===== src/rtl/grpf_pkg.sv =====
package grpf_pkg;
  localparam int ADDR_W     = 48;
  localparam int OCT_W      = 8;
  localparam int REG_W      = 32;
  localparam int HASH_BITS  = 64;
  localparam int NUM_HALVES = HASH_BITS / REG_W;
  localparam int IDX_W      = $clog2(HASH_BITS);
  localparam int SEL_W      = 3;
  localparam int OWN_HI_W   = ADDR_W - REG_W;

  localparam logic [SEL_W-1:0] SEL_OWN_LO = SEL_W'(NUM_HALVES);
  localparam logic [SEL_W-1:0] SEL_OWN_HI = SEL_W'(NUM_HALVES + 1);
  localparam logic [SEL_W-1:0] SEL_CLEAR  = SEL_W'(NUM_HALVES + 2);
  localparam logic [SEL_W-1:0] SEL_ALL    = SEL_W'(NUM_HALVES + 3);

  localparam logic [HASH_BITS-1:0] CLEAR_PAT = {1'b1, {(HASH_BITS-1){1'b0}}};

  typedef struct packed {
    logic valid;
    logic accept;
  } verdict_t;
endpackage


===== src/rtl/grpf_cfg_regs.sv =====
module grpf_cfg_regs
  import grpf_pkg::*;
(
  input  logic                 clk,
  input  logic                 rst,
  input  logic                 wr_en,
  input  logic [SEL_W-1:0]     wr_sel,
  input  logic [REG_W-1:0]     wr_data,
  output logic [HASH_BITS-1:0] hash_tbl,
  output logic [ADDR_W-1:0]    own_addr
);
  logic [REG_W-1:0]    own_lo;
  logic [OWN_HI_W-1:0] own_hi;

  for (genvar h = 0; h < NUM_HALVES; h++) begin : g_half
    logic [REG_W-1:0] half_q;
    always_ff @(posedge clk) begin
      if (rst) begin
        half_q <= '0;
      end else if (wr_en) begin
        if (wr_sel == SEL_W'(h))
          half_q <= wr_data;
        else if (wr_sel == SEL_CLEAR)
          half_q <= CLEAR_PAT[h*REG_W +: REG_W];
        else if (wr_sel == SEL_ALL)
          half_q <= '1;
      end
    end
    assign hash_tbl[h*REG_W +: REG_W] = half_q;
  end

  always_ff @(posedge clk) begin
    if (rst) begin
      own_lo <= '0;
      own_hi <= '0;
    end else if (wr_en) begin
      if (wr_sel == SEL_OWN_LO) own_lo <= wr_data;
      if (wr_sel == SEL_OWN_HI) own_hi <= wr_data[OWN_HI_W-1:0];
    end
  end

  assign own_addr = {own_hi, own_lo};
endmodule


===== src/rtl/grpf_lookup.sv =====
module grpf_lookup
  import grpf_pkg::*;
(
  input  logic [ADDR_W-1:0]    addr,
  input  logic                 promisc,
  input  logic [HASH_BITS-1:0] hash_tbl,
  input  logic [ADDR_W-1:0]    own_addr,
  output logic                 accept
);
  logic [IDX_W-1:0] idx;
  logic             is_group;
  logic             hash_hit;
  logic             own_hit;

  // index: upper bits of the last octet
  assign idx      = addr[ADDR_W-1 -: IDX_W];
  assign is_group = addr[0];
  assign hash_hit = hash_tbl[idx];
  assign own_hit  = (addr == own_addr);

  always_comb begin
    if (promisc)       accept = 1'b1;
    else if (is_group) accept = hash_hit;
    else               accept = own_hit;
  end
endmodule


===== src/rtl/grpf_decide.sv =====
module grpf_decide
  import grpf_pkg::*;
(
  input  logic     clk,
  input  logic     rst,
  input  logic     in_valid,
  input  logic     in_accept,
  output verdict_t verdict
);
  always_ff @(posedge clk) begin
    if (rst) begin
      verdict <= '0;
    end else begin
      verdict.valid  <= in_valid;
      verdict.accept <= in_valid & in_accept;
    end
  end
endmodule


===== src/rtl/grp_hash_filter.sv =====
module grp_hash_filter
  import grpf_pkg::*;
(
  input  logic               clk,
  input  logic               rst,
  input  logic               cfg_wr_en,
  input  logic [SEL_W-1:0]   cfg_wr_sel,
  input  logic [REG_W-1:0]   cfg_wr_data,
  input  logic               promisc,
  input  logic               dst_valid,
  input  logic [ADDR_W-1:0]  dst_addr,
  output logic               dec_valid,
  output logic               dec_accept
);
  logic [HASH_BITS-1:0] hash_tbl;
  logic [ADDR_W-1:0]    own_addr;
  logic                 raw_accept;
  verdict_t             verdict;

  grpf_cfg_regs u_regs (
    .clk      (clk),
    .rst      (rst),
    .wr_en    (cfg_wr_en),
    .wr_sel   (cfg_wr_sel),
    .wr_data  (cfg_wr_data),
    .hash_tbl (hash_tbl),
    .own_addr (own_addr)
  );

  grpf_lookup u_lookup (
    .addr     (dst_addr),
    .promisc  (promisc),
    .hash_tbl (hash_tbl),
    .own_addr (own_addr),
    .accept   (raw_accept)
  );

  grpf_decide u_decide (
    .clk       (clk),
    .rst       (rst),
    .in_valid  (dst_valid),
    .in_accept (raw_accept),
    .verdict   (verdict)
  );

  assign dec_valid  = verdict.valid;
  assign dec_accept = verdict.accept;
endmodule


===== config.mk =====
export PLATFORM = sky130hd
export DESIGN_NAME = grp_hash_filter
export DESIGN_NICKNAME = d
export VERILOG_FILES = /design/src/rtl/grpf_pkg.sv /design/src/rtl/grpf_cfg_regs.sv /design/src/rtl/grpf_lookup.sv /design/src/rtl/grpf_decide.sv /design/src/rtl/grp_hash_filter.sv
export SDC_FILE = /design/constraint.sdc
export NUM_CORES = 1
export LEC_CHECK = 0
export BUFFER_PORTS_ARGS = -buffer_cell sky130_fd_sc_hd__buf_2
export CORE_ASPECT_RATIO = 0.6
export CORE_UTILIZATION = 50
export DETAILED_ROUTE_END_ITERATION = 7
export GPL_ROUTABILITY_DRIVEN = 0
export GPL_TIMING_DRIVEN = 1
export HOLD_SLACK_MARGIN = 0.05
export PLACE_DENSITY = 0.78
export SYNTH_ARGS = -nofsm -noshare
export SYNTH_HDL_FRONTEND = slang
export SYNTH_SLANG_ARGS = --single-unit

===== constraint.sdc =====
create_clock -name clk -period 5.23 [get_ports clk]
set_input_delay 0.2615 -clock clk [delete_from_list [all_inputs] [get_ports clk]]
set_output_delay 0.2615 -clock clk [all_outputs]
set_load 0.01 [all_outputs]

## Yosys cells after proc, flatten, opt, wreduce, memory -nomap -nowiden

Cells that the tools add are included.

| cells by class | value |
|---|---|
| magnitude comparators | 1 |
| equality and inequality tests | 6 |
| mux-type cells | 9 |
| bitwise logic cells | 1 |
| reductions and logical operators | 7 |

Operators by type and width:

| cell | count |
|---|---|
| $mux 32 | 5 |
| $eq 48x48->1 | 1 |
| $reduce_and 2->1 | 4 |
| $lt 6x7->1 const B | 1 |
| $bmux 1 s6 | 1 |
| $eq 3x2->1 const B | 2 |
| $eq 3x3->1 const B | 2 |
| $reduce_bool 3->1 | 2 |
| $eq 3x1->1 const B | 1 |
| $logic_not 3->1 | 1 |
| $mux 1 | 3 |
| $and 1x1->1 | 1 |

| storage, ports and cells | value |
|---|---|
| register bits | 114 |

## Longest topological paths before layout

| logic depth | value |
|---|---|
| word-level depth | 5 |
| mapped depth | 8 |
| depth with buffers taken out | 6 |

## Modules after synthesis

Synthesis repeated with hierarchy kept, for this count alone.

| second synthesis, totals | value |
|---|---|
| cells, all modules | 599 |
| area total of the unflattened synthesis | 5489.0 um^2 |

By module, submodules not included:

| module | instances | cells each | area each (um^2) | seq. area each (um^2) |
|---|---|---|---|---|
| grpf_cfg_regs | 1 | 474 | 4302.9 | 2242.2 |
| grpf_lookup | 1 | 121 | 1131.1 | 0.0 |
| grpf_decide | 1 | 4 | 55.1 | 40.0 |

## Least setup slack after synthesis

OpenSTA, ideal clock, no wires.

| timing | value |
|---|---|
| kind | input -> register |
| start point | in dst_addr[42] |
| end point | reg u_decide.verdict[0] (netlist name) |
| library setup time | 127 ps |
| arrival time | 1723 ps |
| path slack | 3380 ps |
| stages on the path | 6 |
| path buffers | 2 |
| path through | buf_2 -> buf_6 -> mux4_2 -> mux4_2 -> o21ai_1 -> nand4_1 |

| between the ends | value |
|---|---|
| word-level cells in the longest chain between the ends | 5 |
| elaborated cells on any way between the ends | 6 |

RTL lines:

| what | line | source |
|---|---|---|
| start, declared | grp_hash_filter.sv:11 | `input logic [ADDR_W-1:0] dst_addr,` |
| $bmux 1 s6 | grpf_lookup.sv:18 | `assign hash_hit = hash_tbl[idx];` |
| $mux 1 (not written as such) | grpf_lookup.sv:18 |  |
| $mux 1 * | grpf_lookup.sv:23 | `else if (is_group) accept = hash_hit;` |
| $mux 1 * | grpf_lookup.sv:22 | `if (promisc) accept = 1'b1;` |
| $and 1x1->1 * | grpf_decide.sv:15 | `verdict.accept <= in_valid & in_accept;` |

Mark *: on every way between the ends. The rest lies on a longest branch, timed or not. The select of a mux whose other input is x is not followed.
A chain may end at the register's enable or synchronous reset.

## Final worst setup path

| timing | value |
|---|---|
| start point | in cfg_wr_sel[2] |
| end point | reg u_regs.g_half[1].half_q[10] |

| between the ends | value |
|---|---|
| word-level cells in the longest chain between the ends | 3 |
| elaborated cells on any way between the ends | 7 |

RTL lines:

| what | line | source |
|---|---|---|
| start, declared | grp_hash_filter.sv:7 | `input logic [SEL_W-1:0] cfg_wr_sel,` |
| $eq 3x3->1, or another cell as far along | grpf_cfg_regs.sv:25 | `else if (wr_sel == SEL_ALL)` |
| $reduce_bool 3->1 (no line) / $mux 32 (equally long branches) | n/a |  |
| $reduce_and 2->1 (no line) / $mux 32 (equally long branches) | n/a |  |
| end signal, assigned | grpf_cfg_regs.sv:22 | `half_q <= wr_data;` |
| end signal, assigned | grpf_cfg_regs.sv:24 | `half_q <= CLEAR_PAT[h*REG_W +: REG_W];` |
| end, declared | grpf_cfg_regs.sv:16 | `logic [REG_W-1:0] half_q;` |

Several ways; a longest one is shown, not always the timed one.

==> flow_summary_export.csv <==
group,metric,value,unit
outcome,run_status,"finished, final reports clean",
critical_path,cpPeakStageDelay,650,ps
clocking,cts_tree,"yes",
critical_path,required,5480,ps
drt,first_pass_iters,5,
grt,grt-ovfl-total,0,
drt,ant_nets,0,
drt,drc_errors,0,
clocking,cts_hold_buf,0,
yosys,ys_warn_count,0,
power,pwr-share-clk,48.2,%
place,port_buffers,89,
critical_path,end_kind,"flop",
critical_path,cp_max_fo,36,
cells_and_area,layout-drive-gt1-share,20.5,%
critical_path,critPathBufInv,2,
flow_run,drv_cap,0,
floorplan,die_area,11100,um2
power,internal-power,1710,uW
timing,rsz0062_at_grt,"false",
drt,met2_length,6.99,mm
floorplan,design.core.area,10100,um2
critical_path,crit_path_cell_trace,"buf_2 -> nor2_1 -> nor2_2 -> buf_4 -> nand2_1 -> a21oi_1 -> nor3_1",
cells_and_area,layout_common_cells,"114 x dfxtp_1, 103 x nand2_1, 88 x buf_2",
timing,drv_slew,0,
drt,drt_iter0_drc,573,
drt,wl_per_cell,19.5,um
timing,hold_viol,0,
place,placed_area,5790,um2
cells_and_area,area_growth,19.2,%
drt,met1Wirelength,7.10,mm
grt,grt_usage,31.2,%
power,totalPowerFinal,2290,uW
clocking,postCtsSetupBuffers,0,
drt,routed_wl,16.3,mm
power,seq_power_share,40.7,%
power,power.switching,578,uW
clocking,clkLatencyLatePin,410,ps
timing,tightest_slew,1260,ps
critical_path,ff2ff_setup_slack,3310,ps
cells_and_area,fillers,850,
critical_path,crit_arrival,2400,ps
yosys,synth-edff-count,0,
cells_and_area,layout.nets,781,
min_path,min_from,"promisc",
floorplan,die_w,135,um
timing,report.final.setup_viol,0,
place,place_inst,809,
min_path,hold_depth,3,
min_path,min_delay_worst_endpoint,"u_decide.verdict[0]$_SDFF_PP0_",
cells_and_area,final_common_cell,"dfxtp_1",
critical_path,critPathLaunchType,"input port",
cells_and_area,final_cells,838,
power,comb_power_share,11.1,%
critical_path,r2r_start,"u_regs.own_lo[15]$_SDFFE_PP0P_",
clocking,clock_sinks,114,
cells_and_area,design_area,6350,um2
power,p_sw_share,25.2,%
cells_and_area,regArea,2280,um2
floorplan,row_count,28,
grt,grt_pass1_vias,4682,
clocking,cts-htree-levels,4,
critical_path,setup.worst_path.start,"cfg_wr_sel[2]",
critical_path,worst_r2r_endpoint,"u_decide.verdict[0]$_SDFF_PP0_",
clocking,post_cts_resized,0,
power,p_leak,0.00251,uW
cells_and_area,finish.utilization,62.9,%
yosys,yosysUniqueCellTypes,36,
yosys,ys_seq_elements,114,
floorplan,initial_core_util,52.8,%
clocking,clockBufferDepth,2,
clocking,numCtsBuffers,17,
yosys,ys_seq_area_share,42.9,%
drt,highest_layer,"met4",
yosys,synthFlopType,"dfxtp_1",
floorplan,die_h,81.9,um
yosys,synth_area,5330,um2
cells_and_area,multiInputGateArea,2790,um2
place,place_hpwl,11.1,mm
yosys,synth-async-reset-ratio,0,%
clocking,clockRootBuffer,"clkbuf_16",
drt,via_count,5067,
min_path,worstHoldPathType,"in2reg",
yosys,syn_avg_cell_area,8.45,um2
yosys,syn_nets,718,
critical_path,crit_type,"in2reg",
timing,fin_tns_setup,0,ps
timing,maxSlewHeadroom,16.0,%
power,power.density,361,nW/um2
timing,min_period_over_period,41.1,%
critical_path,crit_family,"simple AND/OR/NAND/NOR gates",
yosys,synthCells,630,
grt,grt_max_degree,101,
drt,vias_per_cell,6.05,
critical_path,worstRegToRegCells,6,
power,ir_drop,258,uV
floorplan,io_pins,90,
drt,dr_wl_met3,2.01,mm
clocking,path_clk_slew,50,ps
grt,antenna_found_initial,0,
cells_and_area,n_antenna_cell,0,
timing,fmax,465,MHz
grt,grt_pass1_wl,25.1,mm
timing,period_needed,2150,ps
timing,finClkSkew,4.07,ps
critical_path,worst_path_max_delay_cell,"nand2_1",
-- worst max path at each step --
| stage | slack (ps) | to | cells after the start |
|---|---|---|---|
| 2_1_floorplan | 3380 | u_decide.verdict[0]$_SDFF_PP0_ | 6 |
| 3_3_place_gp | 2920 | u_regs.g_half[1].half_q[26]$_SDFFE_PP0P_ | 7 |
| 3_5_place_dp | 2760 | u_regs.g_half[1].half_q[10]$_SDFFE_PP0P_ | 7 |
| 4_1_cts | 3160 | u_regs.g_half[1].half_q[10]$_SDFFE_PP0P_ | 7 |
| 5_1_grt | 2900 | u_regs.g_half[1].half_q[17]$_SDFFE_PP0P_ | 7 |
| 6_report | 3080 | u_regs.g_half[1].half_q[10]$_SDFFE_PP0P_ | 7 |
-- layout make-up --
cell class	count	share of cell area, %
clock inverters	11	1.83
clock buffers	18	6.92
well taps	135	2.66
repair buffers	96	7.88
multi-input cells	451	44.0
flip-flops and latches	114	35.9
inverters	13	0.769
-- worst register-to-register path, stage by stage, from the launching register on --
cell and delay, ps:
dfxtp_1 320, xnor2_1 180, o221ai_1 140, a2111oi_0 490, nand4_1 190, or3_1 410, nand4_1 130
-- cells by family after synthesis --
| logic type | Yosys count | synth area share (%) |
|---|---|---|
| compound gates | 132 | 15.7 |
| simple gates | 265 | 22.6 |
| flops | 114 | 42.9 |
| mux | 21 | 8.55 |
| buf+inv | 65 | 4.93 |
| xor+xnor | 33 | 5.43 |
-- synthesized netlist by cell type, types with 2 or more instances --
cell type,n,area (um2)
nand2b_1,33,206
o22ai_1,5,31.3
buf_2,3,15.0
dfxtp_1,114,2280
clkbuf_1,47,176
nor4_1,9,56.3
buf_6,2,22.5
nor2b_1,7,43.8
mux4_1,5,131
a311oi_1,33,289
xnor2_1,3,26.3
a2111oi_0,2,17.5
and3_1,3,18.8
nor2_1,69,259
nand4_1,4,25.0
nor3_1,32,160
xor2_1,30,263
mux2i_1,2,20.0
a22o_1,2,17.5
nand2_1,103,387
nand3_1,3,15.0
a21oi_1,81,405
inv_1,13,48.8
mux4_2,13,293
-- metal layers --
layer | global-route usage (%) | up-vias
met1 | 42.9 | 2434
met2 | 45.8 | 291
met5 | 0 | -
met4 | 11.2 | 0
li1 | - | 2322
met3 | 9.94 | 20
-- power groups by stage --
| stage | sequential (uW) | clock (uW) | combinational, uW |
|---|---|---|---|
| global route | 937 | 1160 | 273 |
| floorplan | 943 | 0 | 153 |
| global placement | 948 | 0 | 237 |
| CTS | 933 | 1110 | 248 |
| detailed placement | 950 | 0 | 244 |
| finish | 934 | 1100 | 253 |
-- metrics by stage --
stage          worst slack [ps]  hold slack, ps
3_5_place_dp               2760             448
3_3_place_gp               2920             444
4_1_cts                    3160            88.3
2_1_floorplan              3380             393
6_report                   3080             102
5_1_grt                    2900             102
-- sequential cells by signal (all words and copies together) (netlist names) --
register              count
u_decide.verdict          2
u_regs.own_lo            32
u_regs.g_half.half_q     64
u_regs.own_hi            16
Power figures use the tool's default switching activity.
